`config.mk`:
```
export PLATFORM = sky130hd
export DESIGN_NAME = warp_coalescer
export DESIGN_NICKNAME = d
export VERILOG_FILES = /design/src/rtl/wc_pkg.sv /design/src/rtl/wc_rst_sync.sv /design/src/rtl/wc_leader.sv /design/src/rtl/wc_match.sv /design/src/rtl/warp_coalescer.sv
export SDC_FILE = /design/constraint.sdc
export NUM_CORES = 2
export LEC_CHECK = 0
export ABC_AREA = 1
export BUFFER_PORTS_ARGS = -buffer_cell sky130_fd_sc_hd__buf_2
export CAP_MARGIN = 10
export CORE_AREA = 2 2 438 440
export CTS_CLUSTER_DIAMETER = 150
export DETAILED_ROUTE_END_ITERATION = 10
export DIE_AREA = 0 0 440 442
export PLACE_DENSITY = 0.59
export SYNTH_ARGS = -nofsm -noshare
export SYNTH_HDL_FRONTEND = slang
export SYNTH_HIERARCHICAL = 1
export SYNTH_SLANG_ARGS = --single-unit
```
`constraint.sdc`:
```
create_clock -name clk -period 4.85 [get_ports clk]
set_clock_uncertainty 0.15 [all_clocks]
set_input_delay 0.7275 -clock clk [delete_from_list [all_inputs] [get_ports clk]]
set_output_delay 0.7275 -clock clk [all_outputs]
set_load 0.03 [all_outputs]
```
`src/rtl/wc_pkg.sv`:
```
package wc_pkg;
  typedef enum logic {
    WC_IDLE = 1'b0,
    WC_BUSY = 1'b1
  } wc_state_e;
endpackage

```
`src/rtl/wc_rst_sync.sv`:
```
module wc_rst_sync (
  input  logic clk,
  input  logic rst_n,
  output logic rst_sync_n
);
  logic meta_q;
  always_ff @(posedge clk or negedge rst_n) begin
    if (!rst_n) begin
      meta_q     <= 1'b0;
      rst_sync_n <= 1'b0;
    end else begin
      meta_q     <= 1'b1;
      rst_sync_n <= meta_q;
    end
  end
endmodule

```
`src/rtl/wc_leader.sv`:
```
module wc_leader #(
  parameter int N = 32,
  localparam int IDX_W = (N > 1) ? $clog2(N) : 1
) (
  input  logic [N-1:0]     vec,
  output logic [IDX_W-1:0] idx
);
  always_comb begin
    idx = '0;
    for (int i = N - 1; i >= 0; i--) begin
      if (vec[i]) idx = IDX_W'(i);
    end
  end
endmodule

```
`src/rtl/wc_match.sv`:
```
module wc_match #(
  parameter int N            = 32,
  parameter int ADDR_W       = 32,
  parameter int LINE_BYTES   = 128,
  parameter int SECTOR_BYTES = 32,
  localparam int IDX_W = (N > 1) ? $clog2(N) : 1
) (
  input  logic [N*ADDR_W-1:0] addrs,
  input  logic [N-1:0]        pending,
  input  logic                sector,
  input  logic [IDX_W-1:0]    leader,
  output logic [ADDR_W-1:0]   base,
  output logic [N-1:0]        match
);
  localparam logic [ADDR_W-1:0] LINE_KEEP = ~(ADDR_W'(LINE_BYTES) - 1'b1);
  localparam logic [ADDR_W-1:0] SEC_KEEP  = ~(ADDR_W'(SECTOR_BYTES) - 1'b1);

  logic [ADDR_W-1:0] aligned [N];

  assign base = aligned[leader];

  for (genvar g = 0; g < N; g++) begin : g_thr
    logic [ADDR_W-1:0] a;
    assign a          = addrs[g*ADDR_W +: ADDR_W];
    assign aligned[g] = a & (sector ? SEC_KEEP : LINE_KEEP);
    assign match[g]   = pending[g] && (aligned[g] == base);
  end
endmodule

```
`src/rtl/warp_coalescer.sv`:
```
module warp_coalescer #(
  parameter int NUM_THREADS  = 32,
  parameter int ADDR_W       = 32,
  parameter int LINE_BYTES   = 128,
  parameter int SECTOR_BYTES = 32
) (
  input  logic                          clk,
  input  logic                          rst_n,
  input  logic                          req_valid,
  output logic                          req_ready,
  input  logic [NUM_THREADS*ADDR_W-1:0] req_addr,
  input  logic [NUM_THREADS-1:0]        req_mask,
  input  logic                          req_sector,
  output logic                          txn_valid,
  input  logic                          txn_ready,
  output logic [ADDR_W-1:0]             txn_base,
  output logic [NUM_THREADS-1:0]        txn_mask,
  output logic                          done
);
  import wc_pkg::*;
  localparam int IDX_W = (NUM_THREADS > 1) ? $clog2(NUM_THREADS) : 1;

  logic                          rst_sync_n;
  wc_state_e                     state_q, state_d;
  logic [NUM_THREADS*ADDR_W-1:0] addr_q;
  logic [NUM_THREADS-1:0]        pending_q, pending_d, active_q;
  logic                          mode_q, done_q, done_d;
  logic [IDX_W-1:0]              leader;
  logic [NUM_THREADS-1:0]        match;
  logic                          accept, fire, load_en, pend_en;

  wc_rst_sync u_rst (.clk(clk), .rst_n(rst_n), .rst_sync_n(rst_sync_n));

  wc_leader #(.N(NUM_THREADS)) u_lead (.vec(pending_q), .idx(leader));

  wc_match #(
    .N(NUM_THREADS), .ADDR_W(ADDR_W),
    .LINE_BYTES(LINE_BYTES), .SECTOR_BYTES(SECTOR_BYTES)
  ) u_match (
    .addrs(addr_q), .pending(pending_q), .sector(mode_q),
    .leader(leader), .base(txn_base), .match(match)
  );

  assign req_ready = (state_q == WC_IDLE);
  assign txn_valid = (state_q == WC_BUSY);
  assign txn_mask  = match;
  assign done      = done_q;
  assign accept    = req_valid && req_ready;
  assign fire      = txn_valid && txn_ready;
  assign load_en   = accept;
  assign pend_en   = accept || fire;

  always_comb begin
    state_d   = state_q;
    pending_d = pending_q;
    done_d    = 1'b0;
    if (accept) begin
      pending_d = req_mask;
      if (req_mask == '0) done_d = 1'b1;
      else                state_d = WC_BUSY;
    end else if (fire) begin
      pending_d = pending_q & ~match;
      if ((pending_q & ~match) == '0) begin
        state_d = WC_IDLE;
        done_d  = 1'b1;
      end
    end
  end

  always_ff @(posedge clk or negedge rst_sync_n) begin
    if (!rst_sync_n) begin
      state_q   <= WC_IDLE;
      pending_q <= '0;
      done_q    <= 1'b0;
    end else begin
      state_q <= state_d;
      done_q  <= done_d;
      if (pend_en) pending_q <= pending_d;
    end
  end

  always_ff @(posedge clk) begin
    if (load_en) begin
      addr_q   <= req_addr;
      active_q <= req_mask;
      mode_q   <= req_sector;
    end
  end
endmodule

```
* Word-level counts from Yosys, hierarchy flattened
Index checks and enable logic that the tools add are counted.
** Cells by class
- Magnitude comparators :: 1
- Muxes and demuxes :: 46
- Bitwise gates (word level) :: 36
- Equal/unequal tests :: 33
- Add/sub/neg operators :: 0
- Multipliers :: 0
- Divide/modulo/power cells :: 0
- Shift operators :: 0
- Reductions and logical operators :: 41
** Operator list (count)
- 32-bit AND :: 33
- 32-bit == test :: 32
- 32-bit binary-select mux with 5-bit select :: 1
- 5-bit two-way mux :: 32
- 32-bit two-way mux :: 4
- 32-bit logical NOT :: 2
- 1-bit logical AND :: 34
- 32-bit inverter :: 1
- 1-bit two-way mux :: 8
- 7-bit two-way mux :: 1
- 6-bit >= comparator, second input constant :: 1
- 5-bit inverter with 6-bit output :: 1
- 2-bit nonzero test :: 2
- 3-bit AND reduction :: 1
- 2-bit inequality test, second input constant :: 1
- 2-bit AND reduction :: 1
- 1-bit logical OR :: 1
- 1-bit inverter :: 1
** Word-level totals
- ROM bits :: 0
- Register bits :: 1061
- Memories kept :: 0
- Latch bits :: 0
- Output and inout bits :: 67
- RAM bits :: 0
- Word-level logic and storage cells :: 164
- Bits of input ports :: 1061

* Depth between registers and ports, before layout
- Word-level depth :: 44
- Mapped depth :: 62
- Mapped depth without buffers :: 56

* Cells and area by module
The synthesis kept the hierarchy.
** Modules (own cells, without submodules)
- warp_coalescer :: seq. area each 31630.3 sq um, area an instance 32952.9 sq um, times used 1, cells an instance 1356
- wc_match :: seq. area each 0.0 sq um, area an instance 26212.6 sq um, times used 1, cells an instance 5840
- wc_leader :: seq. area each 0.0 sq um, area an instance 432.9 sq um, times used 1, cells an instance 102
- wc_rst_sync :: seq. area each 50.0 sq um, area an instance 53.8 sq um, times used 1, cells an instance 3

* Worst setup path before layout
Ideal clock, no wire load.
- Kind :: register to register
- Start point :: reg state_q (netlist: txn_valid)
- End point :: reg addr_q[0] (enable)
- Slack :: -3.544 ns
- Required time :: 4.010 ns
- Setup time :: 0.690 ns
- Cell stages (with the launch flop) :: 5
- Clock period less this slack :: 8.394 ns
- Arrival :: 7.553 ns
- Path through :: dfrtp_1 > inv_2 > nand2_4 > clkinv_4 > buf_4
** Between the ends
- Word-level cells in the longest chain between the ends :: 2
** Ends and longest elaborated chain
- start, declared :: line warp_coalescer.sv:24 : wc_state_e state_q, state_d;
- start signal, assigned :: line warp_coalescer.sv:76 : state_q <= state_d;
- 1-bit inverter :: line warp_coalescer.sv:44 : assign req_ready = (state_q == WC_IDLE);
- named net req_ready :: line warp_coalescer.sv:10 : output logic req_ready,
- 1-bit logical AND :: line warp_coalescer.sv:48 : assign accept = req_valid && req_ready;
- named net accept :: line warp_coalescer.sv:30 : logic accept, fire, load_en, pend_en;
- end signal, assigned :: line warp_coalescer.sv:84 : addr_q <= req_addr;
- end, declared :: line warp_coalescer.sv:25 : logic [NUM_THREADS*ADDR_W-1:0] addr_q;
The timed path passes the listed nets, and every way through them passes these cells.
A chain may end at the register's enable or synchronous reset.

* Worst setup path after layout
- Start point :: reg pending_q[30]
- End point :: out txn_mask[27]
** Between the ends
- Word-level cells in the longest chain between the ends :: 37
** Ends and longest elaborated chain
- start, declared :: line warp_coalescer.sv:26 : logic [NUM_THREADS-1:0] pending_q, pending_d, active_q;
- start signal, assigned :: line warp_coalescer.sv:78 : if (pend_en) pending_q <= pending_d;
- 5-bit two-way mux (31 in a row) :: line wc_leader.sv:11 : if (vec[i]) idx = IDX_W'(i);
- named net leader[0] :: line warp_coalescer.sv:28 : logic [IDX_W-1:0] leader;
- 5-bit inverter with 6-bit output (implied by the code) :: line wc_match.sv:20 : assign base = aligned[leader];
- 32-bit binary-select mux with 5-bit select :: line wc_match.sv:20
- 32-bit two-way mux (implied by the code) (2 in a row) :: line wc_match.sv:20
- 32-bit == test :: line wc_match.sv:26 : assign match[g] = pending[g] && (aligned[g] == base);
- 1-bit logical AND :: line wc_match.sv:26
- end, declared :: line warp_coalescer.sv:17 : output logic [NUM_THREADS-1:0] txn_mask,
The timed path passes the listed nets, and every way through them passes these cells. The select of a mux whose other input is x is not followed.

==> impl_metrics.py <==
metrics = {
    "yosys": {
        "yosys_warnings": 6,
        "post_synth_instance_area_um2": 54850,
        "synth.avg_cell_area_um2": 7.681,
        "postSynthCellCount": 7141,
    },
    "hold_path": {
        "hp-class": "input port to flop",
        "worstHoldPathCells": 1,
        "worst_hold_startpoint": "req_addr[884]",
    },
    "clocking": {
        "clock_tree.root_cell": "sky130_fd_sc_hd__clkbuf_16",
        "total_cts_buffers": 98,
        "h-tree-depth": 3,
        "tritoncts_num_sinks": 901,
        "worst_setup_hold_path_clk_slew_ps": 60,
        "cts_tree": "built",
        "cts.path.max_buffers": 3,
        "clock_latency_ps": 810,
    },
    "setup_path": {
        "worst_r2r_startpoint": "pending_q[30]$_DFFE_PN0N_",
        "worstSetupPathType": "flop to primary output",
        "worst_path_largest_cell_delay_ps": 380,
        "worst_path_most_repeated_cell": "sky130_fd_sc_hd__nand2_1",
        "startpoint_type_of_the_worst_setup_path": "flop",
        "critical_path.endpoint_type": "primary output",
        "worstSetupStartpoint": "pending_q[30]$_DFFE_PN0N_",
        "timing.critical_path.fanout_max": 14,
        "crit_slowest_cell": "sky130_fd_sc_hd__dfrtp_1",
        "crit_required_ps": 3970,
        "crit_arrival_ps": 5780,
        "rr_worst_depth": 58,
    },
    "power": {
        "total_power_w": 0.03489,
        "power.leakage_nw": 36.18,
        "power_density_nw_per_um2": 436.4,
        "max-vdd-ir-drop_v": 0.0002806,
    },
    "layout": {
        "fillers": 18740,
        "layout.cells.most_common_list": "3088 x sky130_fd_sc_hd__nand2_1, 924 x sky130_fd_sc_hd__buf_2, 904 x sky130_fd_sc_hd__nand3_1, 865 x sky130_fd_sc_hd__edfxtp_1, 733 x sky130_fd_sc_hd__dlygate4sd3_1",
        "num-nets-final": 10320,
        "layout-area-overhead-vs-synth_pct": 45.78,
        "final_common_cell": "sky130_fd_sc_hd__nand2_1",
        "final_layout_size_suffix_gt1_share_pct": 23.15,
    },
    "placed_design": {
        "finalWeightedCongestion": 1.036,
        "dpl.hpwl_um": 275800,
        "port_buffers": 962,
    },
    "timing": {
        "unrepaired_setup_endpoints_after_global_routing": "yes",
        "period_minus_slack_ps": 6657,
        "maxSlewViolCount": 0,
        "setup_slack_ps": -1807,
        "final_hold_viol_count": 0,
        "pin_slew_with_the_least_headroom_to_its_limit_ps": 838.3,
        "timing.final.setup_violations": 93,
        "min_period_over_period_pct": 137.3,
        "whs_ps": 22.97,
        "max_clock_freq_mhz": 150.2,
        "timing.slew.headroom_pct": 44.11,
    },
    "floorplan": {
        "boundaryPins": 1128,
        "die-height_um": 442,
        "initial_core_util_pct": 28.93,
        "floorplan.die_area_um2": 194500,
        "die_width_um": 440,
        "coreArea_um2": 189600,
        "core.rowCount": 160,
    },
    "global_routing": {
        "grt.busiest_layer": "met2",
        "initial_antenna_violation_count": 26,
        "fraction_of_met1_tracks_used_by_global_routing_pct": 42.29,
        "pin_count_of_the_biggest_net_entering_global_routing": 159,
        "grtUsageTotal_pct": 34.63,
        "globalRoute.totalOverflow": 0,
        "grt_pass1_vias": 59390,
        "grt_pass1_wl_um": 467400,
        "gr-usage-met3_pct": 6.019,
        "grt_use_met2_pct": 54.64,
    },
    "flow_run": {
        "max-cap-violations": 0,
    },
    "routing": {
        "routed_wire_length_per_instance_um": 29.49,
        "drc_errors": 0,
        "drt-total-wl_um": 349800,
        "drtPass1Iterations": 9,
        "initial_drt_markers": 8171,
        "viasPerCell": 5.242,
        "number_of_vias_in_the_routed_layout": 62170,
        "antenna_left": 0,
    },
    "outcome": {
        "failing_checks": "negative setup slack",
        "outcome": "finished with violations",
    },
}
power breakdown:
group / switching (W) / leakage [nW] / internal (W) / total [W]
Combinational: 0.0112 / 26.4 / 0.00665 / 0.0178
Clock: 0.00340 / 1.55 / 0.00425 / 0.00765
Sequential: 0.000476 / 8.26 / 0.00895 / 0.00942
routing by layer:
layer | part of all wire [%] | up-vias
met4 | 9.0 | 14
met5 | 0.022 | -
met3 | 8.5 | 1019
li1 | - | 27570
met2 | 45 | 4115
met1 | 38 | 29450
registers in the layout (all words and copies together) (netlist names):
register / cells
addr_q: 864
done: 1
mode_q: 1
pending_q: 32
txn_valid: 1
u_rst/meta_q: 1
u_rst/rst_sync_n: 1
worst paths after layout:
| path | slack [ps] | end |
|---|---|---|
| hold / removal | 20 | addr_q[884]$_DFFE_PP_ |
| setup / recovery | -1810 | txn_mask[27] |
| hold reg to reg | 150 | pending_q[13]$_DFFE_PN0N_ |
| min in group asynchronous | 150 | u_rst/meta_q$_DFF_PN0_ |
| setup reg to reg | -1050 | txn_valid$_DFFE_PN0P_ |
| max in group asynchronous | 4030 | pending_q[14]$_DFFE_PN0N_ |
repair_timing:
| item | CTS | global route |
|---|---|---|
| setup buffers | 9 | 8 |
| setup endpoints to repair | 93 | 93 |
| gates cloned | 5 | 6 |
| resized for setup | 329 | 131 |
| hold endpoints to repair | 734 | 0 |
| hold buffers | 733 | 0 |
| pin swaps | 17 | 29 |
cell type report:
cell class | instances | area (um^2) | share of cell area (%)
Antenna cell | 11 | 27.53 | 0.03443
Clock buffer | 124 | 2592 | 3.242
Clock inverter | 57 | 599.3 | 0.7496
Inverter | 325 | 1286 | 1.609
Multi-Input combinational cell | 5493 | 25620 | 32.04
Sequential cell | 901 | 26880 | 33.61
Tap cell | 2511 | 3142 | 3.929
Timing Repair Buffer | 2438 | 19820 | 24.78
critical path: cells and delay by family (launching register included):
kind / cells / cell delay, ps
compound gates: 1 / 160
buf+inv: 11 / 1690
flops: 1 / 380
simple gates: 43 / 2750
through the flow:
stage / setup WS (ps) / setup TNS, ps / area (um^2) / cells / utilization [%]
final: -1807 / -100260 / 79950 / 11860 / 42.17
after global routing: -2188 / -136450 / 79950 / 11860 / 42.17
after CTS: -1744 / -92890 / 79230 / 11840 / 41.79
after detailed placement: -1581 / -71030 / 67390 / 10910 / 35.55
after global placement: -1691 / -77040 / 67390 / 10910 / 35.55
after floorplan: 36.31 / 0 / 54960 / 7145 / -
(Power assumes the default switching activity.)
